$ cat src/rtl/elastic_pkg.sv
package elastic_pkg;

  // three transform stages, each sitting between two queues
  localparam int NUM_STAGES = 3;
  localparam int NUM_QUEUES = NUM_STAGES + 1;

  // strobes from control to datapath: per-queue write and read
  typedef struct packed {
    logic [NUM_QUEUES-1:0] push;
    logic [NUM_QUEUES-1:0] pop;
  } strobe_t;

  // queue state from datapath to control
  typedef struct packed {
    logic [NUM_QUEUES-1:0] notEmpty;
    logic [NUM_QUEUES-1:0] full;
  } status_t;

endpackage

$ cat src/rtl/elastic_fifo.sv
module elastic_fifo #(
  parameter int DATA_W = 16,
  parameter int DEPTH  = 2,
  localparam int PW    = (DEPTH > 1) ? $clog2(DEPTH) : 1,
  localparam int CW    = $clog2(DEPTH + 1)
) (
  input  logic              clk,
  input  logic              rst,
  input  logic              push,
  input  logic              pop,
  input  logic [DATA_W-1:0] pushData,
  output logic [DATA_W-1:0] headData,
  output logic              notEmpty,
  output logic              full,
  output logic [CW-1:0]     count
);

  localparam logic [PW-1:0] LAST = PW'(DEPTH - 1);
  localparam logic [CW-1:0] CAP  = CW'(DEPTH);

  logic [DATA_W-1:0] mem [DEPTH];
  logic [PW-1:0]     wrPtr;
  logic [PW-1:0]     rdPtr;

  function automatic logic [PW-1:0] bump(input logic [PW-1:0] p);
    return (p == LAST) ? '0 : p + PW'(1);
  endfunction

  always_ff @(posedge clk) begin
    if (rst) begin
      wrPtr <= '0;
      rdPtr <= '0;
      count <= '0;
    end else begin
      if (push) wrPtr <= bump(wrPtr);
      if (pop)  rdPtr <= bump(rdPtr);
      case ({push, pop})
        2'b10:   count <= count + CW'(1);
        2'b01:   count <= count - CW'(1);
        default: count <= count;
      endcase
    end
  end

  // storage carries no reset: occupancy alone says what is live
  always_ff @(posedge clk) begin
    if (push) mem[wrPtr] <= pushData;
  end

  assign headData = mem[rdPtr];
  assign notEmpty = (count != '0);
  assign full     = (count == CAP);

endmodule

$ cat src/rtl/elastic_ctrl.sv
module elastic_ctrl
  import elastic_pkg::*;
(
  input  status_t status,
  input  logic    inValid,
  input  logic    outReady,
  output logic    inReady,
  output logic    outValid,
  output strobe_t strobe
);

  localparam int LASTQ = NUM_QUEUES - 1;

  logic [NUM_QUEUES-1:0] popV;

  // resolve firing from the output back to the input, so a same-cycle
  // read of a full queue frees room for the stage in front of it
  always_comb begin
    popV        = '0;
    popV[LASTQ] = status.notEmpty[LASTQ] & outReady;
    for (int k = LASTQ; k >= 1; k--) begin
      popV[k-1] = status.notEmpty[k-1] & (~status.full[k] | popV[k]);
    end
  end

  assign inReady     = ~status.full[0] | popV[0];
  assign outValid    = status.notEmpty[LASTQ];
  assign strobe.pop  = popV;
  assign strobe.push = {popV[NUM_QUEUES-2:0], inValid & inReady};

endmodule

$ cat src/rtl/elastic_dp.sv
module elastic_dp
  import elastic_pkg::*;
#(
  parameter int                DATA_W      = 16,
  parameter int                DEPTH       = 2,
  parameter logic [DATA_W-1:0] STAGE1_ADD  = '0,
  parameter logic [DATA_W-1:0] STAGE2_MASK = '0,
  localparam int               CW          = $clog2(DEPTH + 1)
) (
  input  logic                            clk,
  input  logic                            rst,
  input  strobe_t                         strobe,
  input  logic [DATA_W-1:0]               inData,
  output logic [DATA_W-1:0]               outData,
  output status_t                         status,
  output logic [NUM_QUEUES-1:0][CW-1:0]   qCount
);

  logic [DATA_W-1:0]     head [NUM_QUEUES];
  logic [NUM_QUEUES-1:0] ne;
  logic [NUM_QUEUES-1:0] fl;

  // stand-in transforms, one per stage
  function automatic logic [DATA_W-1:0] xform(input int idx, input logic [DATA_W-1:0] x);
    case (idx)
      1:       return x + STAGE1_ADD;
      2:       return x ^ STAGE2_MASK;
      default: return {x[DATA_W-2:0], x[DATA_W-1]};
    endcase
  endfunction

  for (genvar q = 0; q < NUM_QUEUES; q++) begin : gQueue
    logic [DATA_W-1:0] din;
    if (q == 0) begin : gEntry
      assign din = inData;
    end else begin : gStage
      assign din = xform(q, head[q-1]);
    end
    elastic_fifo #(.DATA_W(DATA_W), .DEPTH(DEPTH)) uQueue (
      .clk      (clk),
      .rst      (rst),
      .push     (strobe.push[q]),
      .pop      (strobe.pop[q]),
      .pushData (din),
      .headData (head[q]),
      .notEmpty (ne[q]),
      .full     (fl[q]),
      .count    (qCount[q])
    );
  end

  assign outData         = head[NUM_QUEUES-1];
  assign status.notEmpty = ne;
  assign status.full     = fl;

endmodule

$ cat src/rtl/elastic_pipe.sv
module elastic_pipe
  import elastic_pkg::*;
#(
  parameter int                DATA_W      = 16,
  parameter int                DEPTH       = 2,
  parameter logic [DATA_W-1:0] STAGE1_ADD  = 16'h0035,
  parameter logic [DATA_W-1:0] STAGE2_MASK = 16'hA5C3
) (
  input  logic              clk,
  input  logic              rst,
  input  logic              inValid,
  output logic              inReady,
  input  logic [DATA_W-1:0] inData,
  output logic              outValid,
  input  logic              outReady,
  output logic [DATA_W-1:0] outData
);

  localparam int CW = $clog2(DEPTH + 1);

  strobe_t                         strobe;
  status_t                         status;
  logic [NUM_QUEUES-1:0][CW-1:0]   qCount;

  elastic_ctrl uCtrl (
    .status   (status),
    .inValid  (inValid),
    .outReady (outReady),
    .inReady  (inReady),
    .outValid (outValid),
    .strobe   (strobe)
  );

  elastic_dp #(
    .DATA_W      (DATA_W),
    .DEPTH       (DEPTH),
    .STAGE1_ADD  (STAGE1_ADD),
    .STAGE2_MASK (STAGE2_MASK)
  ) uDp (
    .clk     (clk),
    .rst     (rst),
    .strobe  (strobe),
    .inData  (inData),
    .outData (outData),
    .status  (status),
    .qCount  (qCount)
  );

endmodule

$ cat config.mk
export PLATFORM = sky130hd
export DESIGN_NAME = elastic_pipe
export DESIGN_NICKNAME = d
export VERILOG_FILES = /design/src/rtl/elastic_pkg.sv /design/src/rtl/elastic_fifo.sv /design/src/rtl/elastic_ctrl.sv /design/src/rtl/elastic_dp.sv /design/src/rtl/elastic_pipe.sv
export SDC_FILE = /design/constraint.sdc
export NUM_CORES = 1
export LEC_CHECK = 0
export ABC_AREA = 1
export ABC_CLOCK_PERIOD_IN_PS = 2500
export CORE_MARGIN = 2
export CORE_UTILIZATION = 59
export CTS_CLUSTER_DIAMETER = 30
export DETAILED_ROUTE_END_ITERATION = 8
export PLACE_DENSITY = 0.82
export SLEW_MARGIN = 30
export SYNTH_ARGS = -nofsm -noshare
export SYNTH_HDL_FRONTEND = slang
export SYNTH_SLANG_ARGS = --single-unit
$ cat constraint.sdc
create_clock -name clk -period 2.5 [get_ports clk]
set_input_delay 0.5 -clock clk [delete_from_list [all_inputs] [get_ports clk]]
set_output_delay 0.5 -clock clk [all_outputs]
set_load 0.005 [all_outputs]
==> impl_results.md <==
- Remaining design rule violation count: 0
- Number of input and output port buffers inserted: 37
- Wire length after detailed routing: 9020 um
- Worst R2R End: uDp.gQueue[1].uQueue.mem[1][14]
- Largest voltage drop on the vdd net: 0.721 mV
- Worst setup slack after placement: roughly 72 ps
- Critical path start-end classification: primary input to output port
- Number of hold buffers added after CTS: 0
- Root buffer cell: sky130_fd_sc_hd__clkbuf_8
- Number of top-level design ports: 38
- Peak clock frequency supported by timing: 420 MHz
- Synthesized instance count: between 400 and 500
- Initial antenna violation count: 0
- Buffers from clock root to sink, at most: 2
- DR iter-0 viols: 190
- Cell Pwr Density: 1130 nW/um^2
- Finish-stage setup viols: 0
- Combined area of all synthesized cells: 6070 sq um
- Arrival time at the worst endpoint: 1880 ps
- Fin crit period: ~2400 ps
- Clk pin slew, worst setup/hold paths: 60 ps
- Hold Path Depth: 1
- Number of clock buffers inserted by TritonCTS: 17
- Kind of capture point of the worst setup path: output port
- Area of the core: 10,100 sq um
- Number of unique standard cell types used by synthesis: 30
- Final-stage net count: 524
- Area overhead of the layout relative to synthesis: 18.6%
- Most common library cell in the layout ignoring fill and taps: sky130_fd_sc_hd__edfxtp_1
- Yosys synthesis warning count: 0
- Number of cell rows: 37
- Path category of the worst min-delay check: register to register
- Total die area: 11,100 sq um
- Post-detailed-route via-to-cell ratio: slightly above 5
- Post-route setup TNS: 0 ps
- Vias in the first global route: 3,409
- Total count of max-transition violations in the final report: 0
- GRT Resource Usage Total: 18.1%
- Die X: 105 um
- Hold Violations, Final: 0
- Share of cells above drive strength 1: between 20 and 25%
- Ant. Diodes: 0
- Maximum number of pins on one net before global-route repair: 18
- Drt pass-1 iters: 5
- TritonCTS clock tree: yes
- Leakage power: 2.67 nW
- CTS HTree Levels: 4
- Placer's final routability congestion estimate: ~0.9
- Data required, critical path: 2000 ps
- Routed Antenna Nets: 0
- Crit start category: primary input
- First-pass GRT wire length: 15,500 um
- Maximum fanout along the worst path: 4
- Clock Latency Late Sink: about 530 ps
- DR WL/cell: 13.9 um
- RSZ-0062 raised after global routing: no
- Startpoint of the most critical hold path: uDp.gQueue[0].uQueue.rdPtr
- Headroom to the max-slew limit: 44.7%
- Vias post-DR: 3,362
- Most frequent cells in the layout: sky130_fd_sc_hd__edfxtp_1, sky130_fd_sc_hd__nand2_1, sky130_fd_sc_hd__mux2_2, sky130_fd_sc_hd__clkdlybuf4s50_1, sky130_fd_sc_hd__inv_1
- Max-cap violations: 0
- Sequential element share of the synthesized area: between 60% and 70%
- Worst Reg-to-Reg Cells: 10
- Yosys reg bits: 148
- Hpwl dp: 5940 um
- Status: finished, final reports clean
- Register-to-register setup slack: approximately 520 ps
- Setup WS post-layout: 118 ps
- Clock tree skew after final layout: 8.53 ps
- Gr ovfl total: 0
- Initial cell density of the core: 59.8%
- TritonCTS sink count: 148
- Die Ht: 105 um
- Syn avg cell area: 13.7 sq um
- Syn nets: ~470
- Final period util: 95.3%
- Transition at the pin with the smallest max-transition slack: 829 ps
-- worst max-delay path by stage --
stage                             startpoint                             end  slack [ps]
4_1_cts        uDp.gQueue[3].uQueue.count[0]                         inReady          70
3_3_place_gp                        outReady                         inReady         120
3_5_place_dp                        outReady                         inReady          70
6_report                            outReady                         inReady         120
5_1_grt                             register                     outData[12]          30
2_1_floorplan                       outReady  uDp.gQueue[0].uQueue.mem[0][0]         550
-- layer usage --
metal	GRT usage, %	up-vias	share of wire, %
met5	0	-	0
li1	-	1675	-
met3	5.75	12	4.8
met2	31.5	95	53
met4	8.00	0	1.3
met1	20.3	1580	41
-- cell usage after synthesis --
cell                       instances  area share (%)
sky130_fd_sc_hd__nor2_4            2            0.37
sky130_fd_sc_hd__a21oi_1          20             1.6
sky130_fd_sc_hd__xnor2_1           1            0.14
sky130_fd_sc_hd__nor3_1            1           0.082
sky130_fd_sc_hd__xor2_1            8             1.2
sky130_fd_sc_hd__mux2i_1           8             1.3
sky130_fd_sc_hd__nor2_2            3            0.31
sky130_fd_sc_hd__nand2_1          63             3.9
sky130_fd_sc_hd__mux2_2           40             7.4
sky130_fd_sc_hd__buf_2             4            0.33
sky130_fd_sc_hd__inv_2             3            0.19
sky130_fd_sc_hd__clkbuf_1          3            0.19
sky130_fd_sc_hd__ha_1              4            0.82
sky130_fd_sc_hd__inv_1            35             2.2
sky130_fd_sc_hd__nand4_1           2            0.21
sky130_fd_sc_hd__buf_6             2            0.37
sky130_fd_sc_hd__nor2_1           25             1.5
sky130_fd_sc_hd__nand3_1          18             1.5
sky130_fd_sc_hd__dfxtp_1          20             6.6
sky130_fd_sc_hd__nand2_2          16             1.6
sky130_fd_sc_hd__edfxtp_1        128              63
sky130_fd_sc_hd__nand3b_1          2            0.25
sky130_fd_sc_hd__buf_12            1            0.33
sky130_fd_sc_hd__o21ai_1           4            0.33
sky130_fd_sc_hd__or2_2             1            0.10
sky130_fd_sc_hd__nand2_4           9             1.7
sky130_fd_sc_hd__o21ai_0          16             1.3
sky130_fd_sc_hd__inv_8             1            0.19
sky130_fd_sc_hd__a21oi_4           1            0.27
sky130_fd_sc_hd__o21ai_2           2            0.29
-- registers in the layout, indices dropped and copies added (netlist names), named ones only --
signal                   cells
uDp.gQueue.uQueue.count      8
uDp.gQueue.uQueue.mem      128
uDp.gQueue.uQueue.rdPtr      4
uDp.gQueue.uQueue.wrPtr      4
-- stage by stage --
| step | hold slack, ps | util (%) | power (mW) | instance area, sq um | cells |
|---|---|---|---|---|---|
| after floorplan | 425 | - | 5.06 | 6070 | 443 |
| final | 460 | 70.9 | 8.16 | 7190 | 649 |
| after global routing | 471 | 70.9 | 8.57 | 7190 | 649 |
| after CTS | 457 | 70.9 | 8.21 | 7190 | 649 |
| after global placement | 435 | 65.3 | 5.68 | 6620 | 617 |
| after detailed placement | 452 | 65.3 | 5.80 | 6620 | 617 |
-- kinds of logic (layout without fill, tap and decap cells) --
logic type | count (synthesis) | after routing | synth area share (%)
adder cells (fa/ha/maj) | 4 | 4 | 0.825
buffers and inverters | 49 | 119 | 3.75
multiplexers | 48 | 48 | 8.74
AND/OR/NAND/NOR | 142 | 142 | 11.6
flip-flops | 148 | 148 | 70.0
AO/OA/AOI/OAI | 43 | 43 | 3.86
XOR/XNOR | 9 | 9 | 1.30
-- area by class of cell --
class	count	area, sq um
Clock inverter	14	154
Fill cell	653	2950
Timing Repair Buffer	48	453
Multi-Input combinational cell	246	1600
Tap cell	136	170
Clock buffer	18	418
Inverter	39	154
Sequential cell	148	4240
-- where the power goes --
part,internal (mW),switching (mW)
Sequential,3.54,0.282
Combinational,0.989,0.946
Clock,1.43,0.974
Total,5.96,2.20
-- worst max-delay path, stage by stage --
cell and delay, ps:
sky130_fd_sc_hd__clkdlybuf4s50_1 450, sky130_fd_sc_hd__nor2_2 180, sky130_fd_sc_hd__nand2_1 80, sky130_fd_sc_hd__o21ai_2 80, sky130_fd_sc_hd__nand3_2 120, sky130_fd_sc_hd__clkdlybuf4s50_1 470
-- repair_timing --
| item | in CTS | in global routing |
|---|---|---|
| setup endpoints to repair | 0 | 1 |
| resized for setup | 0 | 1 |
| buffers inserted | 0 | 0 |
Power figures use the tool's default switching activity.
